<file path="src/rtl/lanectl_pkg.sv">
package lanectl_pkg;
  typedef enum logic [1:0] {
    FLD_OFF   = 2'd0,
    FLD_SQDEF = 2'd1,
    FLD_INV   = 2'd2,
    FLD_MRG   = 2'd3
  } fld_e;
  localparam int NFLD = 4;
endpackage

</file>
<file path="src/rtl/lanectl_cfg_regs.sv">
module lanectl_cfg_regs
  import lanectl_pkg::*;
#(
  parameter int N = 12
) (
  input  logic                      clk,
  input  logic                      rst,
  input  logic                      reg_rst,
  input  logic                      we,
  input  logic [1:0]                sel,
  input  logic [N-1:0]              wdata,
  output logic [NFLD-1:0][N-1:0]    fld_nxt,
  output logic [NFLD-1:0][N-1:0]    fld_q,
  output logic                      hold_clr
);
  for (genvar f = 0; f < NFLD; f++) begin : g_fld
    always_comb begin
      if (reg_rst)
        fld_nxt[f] = '0;
      else if (we && (sel == f[1:0]))
        fld_nxt[f] = wdata;
      else
        fld_nxt[f] = fld_q[f];
    end
    always_ff @(posedge clk) begin
      if (rst) fld_q[f] <= '0;
      else     fld_q[f] <= fld_nxt[f];
    end
  end
  assign hold_clr = reg_rst || (we && (sel == FLD_OFF));
endmodule

</file>
<file path="src/rtl/lanectl_fault_hold.sv">
module lanectl_fault_hold #(
  parameter int N = 12
) (
  input  logic         clk,
  input  logic         rst,
  input  logic         reg_rst,
  input  logic         clr,
  input  logic         tx_mode,
  input  logic [N-1:0] fault,
  output logic [N-1:0] hold_nxt
);
  logic [N-1:0] hold_q;
  for (genvar i = 0; i < N; i++) begin : g_lane
    always_comb begin
      if (reg_rst)
        hold_nxt[i] = 1'b0;
      else
        hold_nxt[i] = (hold_q[i] && !clr) || (tx_mode && fault[i]);
    end
    always_ff @(posedge clk) begin
      if (rst) hold_q[i] <= 1'b0;
      else     hold_q[i] <= hold_nxt[i];
    end
  end
endmodule

</file>
<file path="src/rtl/lanectl_lane_mux.sv">
module lanectl_lane_mux #(
  parameter int N = 12
) (
  input  logic         tx_mode,
  input  logic [N-1:0] deact,
  input  logic [N-1:0] sqdef,
  input  logic [N-1:0] inv,
  input  logic [N-1:0] mrg,
  input  logic [N-1:0] hold,
  input  logic [N-1:0] fault,
  input  logic [N-1:0] los,
  output logic [N-1:0] off_d,
  output logic [N-1:0] sq_d,
  output logic [N-1:0] inv_d,
  output logic [N-1:0] mrg_d
);
  for (genvar i = 0; i < N; i++) begin : g_lane
    logic los_sq;
    assign los_sq = los[i] && !sqdef[i];
    always_comb begin
      if (tx_mode) begin
        off_d[i] = deact[i] || hold[i] || fault[i];
        sq_d[i]  = los_sq;
        mrg_d[i] = mrg[i] && !off_d[i];
      end else begin
        off_d[i] = 1'b0;
        sq_d[i]  = los_sq || deact[i];
        mrg_d[i] = 1'b0;
      end
      inv_d[i] = inv[i];
    end
  end
endmodule

</file>
<file path="src/rtl/lane_ctl.sv">
module lane_ctl
  import lanectl_pkg::*;
#(
  parameter int N = 12
) (
  input  logic         clk,
  input  logic         rst,
  input  logic         reg_rst,
  input  logic         tx_mode,
  input  logic         cfg_we,
  input  logic [1:0]   cfg_sel,
  input  logic [N-1:0] cfg_wdata,
  input  logic [N-1:0] los,
  input  logic [N-1:0] fault,
  output logic [N-1:0] lane_off,
  output logic [N-1:0] squelched,
  output logic [N-1:0] invert,
  output logic [N-1:0] margin_on
);
  logic [NFLD-1:0][N-1:0] fld_nxt;
  logic [NFLD-1:0][N-1:0] fld_q;
  logic                   hold_clr;
  logic [N-1:0]           hold_nxt;
  logic [N-1:0]           off_d, sq_d, inv_d, mrg_d;
  logic [N-1:0]           deact_q, sqdef_q;

  lanectl_cfg_regs #(.N(N)) u_regs (
    .clk(clk), .rst(rst), .reg_rst(reg_rst), .we(cfg_we), .sel(cfg_sel),
    .wdata(cfg_wdata), .fld_nxt(fld_nxt), .fld_q(fld_q), .hold_clr(hold_clr)
  );

  lanectl_fault_hold #(.N(N)) u_hold (
    .clk(clk), .rst(rst), .reg_rst(reg_rst), .clr(hold_clr),
    .tx_mode(tx_mode), .fault(fault), .hold_nxt(hold_nxt)
  );

  lanectl_lane_mux #(.N(N)) u_mux (
    .tx_mode(tx_mode),
    .deact(fld_nxt[int'(FLD_OFF)]), .sqdef(fld_nxt[int'(FLD_SQDEF)]),
    .inv(fld_nxt[int'(FLD_INV)]), .mrg(fld_nxt[int'(FLD_MRG)]),
    .hold(hold_nxt), .fault(fault), .los(los),
    .off_d(off_d), .sq_d(sq_d), .inv_d(inv_d), .mrg_d(mrg_d)
  );

  assign deact_q = fld_q[int'(FLD_OFF)];
  assign sqdef_q = fld_q[int'(FLD_SQDEF)];

  always_ff @(posedge clk) begin
    if (rst) begin
      lane_off  <= '0;
      squelched <= '0;
      invert    <= '0;
      margin_on <= '0;
    end else begin
      lane_off  <= off_d;
      squelched <= sq_d;
      invert    <= inv_d;
      margin_on <= mrg_d;
    end
  end
endmodule

</file>
<file path="config.mk">
export PLATFORM = sky130hd
export DESIGN_NAME = lane_ctl
export DESIGN_NICKNAME = d
export VERILOG_FILES = /design/src/rtl/lanectl_pkg.sv /design/src/rtl/lanectl_cfg_regs.sv /design/src/rtl/lanectl_fault_hold.sv /design/src/rtl/lanectl_lane_mux.sv /design/src/rtl/lane_ctl.sv
export SDC_FILE = /design/constraint.sdc
export NUM_CORES = 1
export LEC_CHECK = 0
export ABC_AREA = 1
export BUFFER_PORTS_ARGS = -buffer_cell sky130_fd_sc_hd__buf_2
export CORE_MARGIN = 5
export CORE_UTILIZATION = 55
export DETAILED_ROUTE_END_ITERATION = 7
export GPL_ROUTABILITY_DRIVEN = 0
export PLACE_DENSITY = 0.88
export SYNTH_ARGS = -nofsm -noshare
export SYNTH_HDL_FRONTEND = slang
export SYNTH_SLANG_ARGS = --single-unit
</file>
<file path="constraint.sdc">
create_clock -name clk -period 1.75 [get_ports clk]
set_input_delay 0.4375 -clock clk [delete_from_list [all_inputs] [get_ports clk]]
set_output_delay 0.4375 -clock clk [all_outputs]
set_load 0.02 [all_outputs]
</file>
---- Word-level counts from Yosys, hierarchy flattened ----
Cells that the tools add are included.
Widths: inputs -> output; s select.
cells by class
  reductions and logical operators ........ 129
  equality and inequality tests ........... 3
  muxes and demuxes ....................... 30
  bitwise operators ....................... 1
operators with widths
  cell                count
  $mux 12             6
  $logic_and 1x1->1   52
  $logic_or 1x1->1    49
  $logic_not 1->1     25
  $mux 1              24
  $eq 2x2->1 const B  2
  $reduce_or 2->1     2
  $eq 2x1->1 const B  1
  $logic_not 2->1     1
  $not 1->1           1
storage, ports and cells
  word-level logic and storage cells ...... 182
  input port bits ......................... 43
  flip-flop bits (word level) ............. 96
  output and inout port bits .............. 48

---- Longest topological paths before layout ----
  depth after elaboration ................. 11
  gate-level depth with buffers ........... 9
  gate-level depth less buffers ........... 8

---- Modules after synthesis ----
Synthesis repeated with hierarchy kept, for this count alone.
unflattened totals
  cell total of the unflattened synthesis .. 746
  area, all modules ....................... 4,902.2 um2
by module, submodules not included
  module              times used  cells each  seq. area each (um2)  area an instance (um2)
  lanectl_cfg_regs    1           383         960.9                 2,377.3
  lane_ctl            1           149         960.9                 1,365.1
  lanectl_lane_mux    1           124         0.0                   600.6
  lanectl_fault_hold  1           90          240.2                 559.3

---- Least setup slack after synthesis ----
OpenSTA, ideal clock, no wires.
  path type ............................... input to register
  from .................................... input port cfg_sel[1]
  to ...................................... register u_hold.hold_q[0]
  buffers on the path ..................... 2
  data required time ...................... 1.622 ns
  cell stages on the path ................. 6
  setup time .............................. 0.128 ns
  data arrival time ....................... 1.175 ns
  slack ................................... 0.448 ns
  cells stage by stage .................... nor2_2 > nand2_4 > buf_6 > buf_4 > a22oi_1 > nor2_1
on the way
  longest elaborated chain between the ends .. 7
RTL lines
  what                            RTL line                  RTL
  start: declaration              lane_ctl.sv:11            input logic [1:0] cfg_sel,
  $logic_not 2->1                 lanectl_cfg_regs.sv:30    assign hold_clr = reg_rst || (we && (sel == FLD_OFF));
  $logic_and 1x1->1               lanectl_cfg_regs.sv:30
  $logic_or 1x1->1                lanectl_cfg_regs.sv:30
  $logic_not 1->1                 lanectl_fault_hold.sv:18  hold_nxt[i] = (hold_q[i] && !clr) || (tx_mode && fault[i]);
  $logic_and 1x1->1               lanectl_fault_hold.sv:18
  $logic_or 1x1->1                lanectl_fault_hold.sv:18
  $mux 1                          lanectl_fault_hold.sv:15  if (reg_rst)
  end signal: indexed assignment  lanectl_fault_hold.sv:22  else hold_q[i] <= hold_nxt[i];
  end: declaration                lanectl_fault_hold.sv:12  logic [N-1:0] hold_q;
Every way passes these cells.
A chain may end at the register's enable or synchronous reset.

---- Final worst setup path ----
  from .................................... input port cfg_sel[1]
  to ...................................... register margin_on[10]
on the way
  longest elaborated chain between the ends .. 11
  elaborated cells on any way between the ends .. 17
  classes of those cells .................. eq/ne: 1; mux: 5; reduce/logical: 11
RTL lines
  what                            RTL line                                        RTL
  $logic_not 2->1                 lanectl_cfg_regs.sv:20, lanectl_cfg_regs.sv:30
  $logic_and 1x1->1               lanectl_cfg_regs.sv:20, lanectl_cfg_regs.sv:30
  $logic_or 1x1->1                lanectl_cfg_regs.sv:30
  $logic_not 1->1                 lanectl_fault_hold.sv:18
  $logic_and 1x1->1               lanectl_fault_hold.sv:18
  $logic_or 1x1->1                lanectl_fault_hold.sv:18
  $mux 1                          lanectl_fault_hold.sv:15
  $logic_or 1x1->1 (2 in series)  lanectl_lane_mux.sv:22                          off_d[i] = deact[i] || hold[i] || fault[i];
  $logic_not 1->1                 lanectl_lane_mux.sv:24                          mrg_d[i] = mrg[i] && !off_d[i];
  $logic_and 1x1->1 *             lanectl_lane_mux.sv:24
  end signal: assignment          lane_ctl.sv:58                                  margin_on <= mrg_d;
  end: declaration                lane_ctl.sv:18                                  output logic [N-1:0] margin_on
Mark *: on every way between the ends. The rest lies on a longest branch, timed or not.

==> results.md <==
- Status: complete, no violations
- Yosys warns: 0
- Post-synthesis area per instance: ~7.4 µm²
- Chip Width: 93.6 µm
- Worst setup SP type: input pin
- Crit path time final: about 1300 ps
- Slew headroom: around two thirds
- Cell chosen for the clock root: clkbuf_8
- # clock sinks: 96
- Total global routing overflow: 0
- Max Cap Viol: 0
- Fmax achieved: 746 MHz
- Placed Area: between 0.004 and 0.005 mm²
- Post-route cell area: between 0.004 and 0.005 mm²
- Syn_nets: 561
- Iter 0 DRT Violations: 370
- Hold Path Class: input pin to flop
- First-pass iteration count of the detailed router: 4
- Worst-path fanout max: 40
- Sequential Power Share: 55.5%
- Setup TNS: 0 ps
- Remaining DRCs: 0
- Final-report hold violation count: 0
- Post-synthesis register bit count: 96
- Sw Ratio: between 20% and 30%
- Register area share after synthesis: 50.0%
- Postcts setup bufs: 0
- CP required: around 2000 ps
- RSZ-0062 raised after global routing: no
- Hpwl dp: slightly below 7000 µm
- Number of fill cells: 581
- GRT Util Overall: between 20% and 30%
- Antenna viol nets, final: 0
- I/O pin total: 91
- Commonest non-fill, non-tap cell in the layout: nand2_1
- Diode count: 0
- Clock-pin slew on the worst setup and hold paths: 90 ps
- CTS tree: built
- Tcrit/Tclk final: 76.6%
- Die height: 93.6 µm
- Via count of the first global-routing pass: 3201
- Switching power total: roughly 1100 µW
- # H-tree levels: 3
- Commonest cells after routing, fill and taps aside: nand2_1, dfxtp_1, buf_2
- Final Max Slew Viols: 0
- Area of the multi-input gates: roughly 0.0015 mm²
- Skew-Pair Late Insertion Delay: roughly 360 ps
- # port buffers: 90
- Core box area: roughly 0.0068 mm²
- Pleak: between 0.002 and 0.0025 µW
- Synth Instances: around 520
- Synth top area share: ~50%
- Actual slew at the worst max-slew pin: between 400 and 500 ps
- Post-synth top area cell: dfxtp_1
- Post-Layout Cell Count: 697
- Crit. End Element: flop
- Routed via count: 3545
- Synth unique cells: 22
- Final Util: ~67%
- Crit Path Class: input pin to flop
- Setup Skew: between 5 and 6 ps
- Num CTS Buffers: 9
- Worst VDD drop: ~0.44 mV
- DR vias/cell: 5.09
- Largest net degree at the start of global routing: just over 40
- Clk buf depth: 2
- Layout area overhead: 17.5%
- Drt wl/cell: ~14 µm
- CP arrival: 1620 ps
- Mapped Area: 0.00385 mm²
- Hold_ws: 296 ps
- Register Area: ~0.0019 mm²
- Cts hold-fix bufs: 0
- Internal: between 2000 and 3000 µW
- Cell Pwr Density: ~900 mW/mm²
- Cells after DPL: slightly below 700
- Initial antenna violation count: 0
- Final WL: ~9500 µm
- Placement Rows: 30
- Clk pwr share: between 30% and 40%
- Setup Viol. Count Final: 0
- Die area: approximately 0.0088 mm²
- Combinational power share: 11.8%
- First-pass GRT wire length: approximately 15000 µm
- Synth top area cells: dfxtp_1, nand2_1, nor2_1
- Layout cells sized above 1: a little under a quarter
- Starting density of the core: around 57%
- Post-CTS sizing: 0
- Final nets: about 640
## power by group through the flow
stage	Combinational [µW]	Sequential [µW]	Clock (µW)
after floorplan	262	2350	0
after global routing	531	2270	1440
after global placement	464	2310	0
after detailed placement	475	2310	0
final	482	2260	1330
after CTS	478	2260	1350
## layer usage
layer,routed length [µm],global-route usage [%]
met3,820,4.34
met4,178,8.66
met5,0,0
met2,4280,33.4
met1,4220,31.4
## per-stage QoR
step                setup WS, ps  total power (µW)
floorplan                    448              2620
detailed placement          84.6              2790
CTS                          421              4100
global placement             150              2780
global route                 295              4240
finish                       409              4080
## flip-flops by register name, indices dropped and copies added, names as in the netlist
signal,cells
lane_off,12
margin_on,12
u_regs.fld_q,48
u_hold.hold_q,12
squelched,12
## cell usage after synthesis (all sizes together)
master	number
a21oi	23
a22oi	10
buf	27
clkbuf	13
dfxtp	96
inv	57
nand2	117
nand3	42
nand4	10
nor2	89
nor3	1
o21ai	33
## cells by family after synthesis
group	synth area share, %
AND/OR/NAND/NOR	28.2
buffers and inverters	11.6
flip-flops	50.0
AO/OA/AOI/OAI	10.2
## critical path, stage by stage
cell,delay [ps]
buf_2,120
nor2_2,180
nand2_4,290
nand2_1,190
nand2_1,60
nand2_1,100
nand3_1,90
nor2_1,150
## area by class of cell
| cell class | count | share of cell area, % |
|---|---|---|
| sequential | 96 | 42.5 |
| multi-input combinational | 325 | 32.7 |
| timing repair buffer | 107 | 13.3 |
| inverter | 57 | 4.73 |
| clock buffer | 11 | 3.35 |
| tap | 96 | 2.66 |
| clock inverter | 5 | 0.692 |
## worst paths after layout
| path | slack, ps | end | from | cells past startpoint |
|---|---|---|---|---|
| hold reg to reg | 460 | u_regs.fld_q[27] | u_regs.fld_q[27] | 2 |
| setup / recovery | 410 | margin_on[10] | cfg_sel[1] | 8 |
| setup reg to reg | 840 | lane_off[10] | u_regs.fld_q[10] | 6 |
| hold / removal | 300 | squelched[8] | los[8] | 3 |
Note: power is estimated with default switching activity, not from simulation.
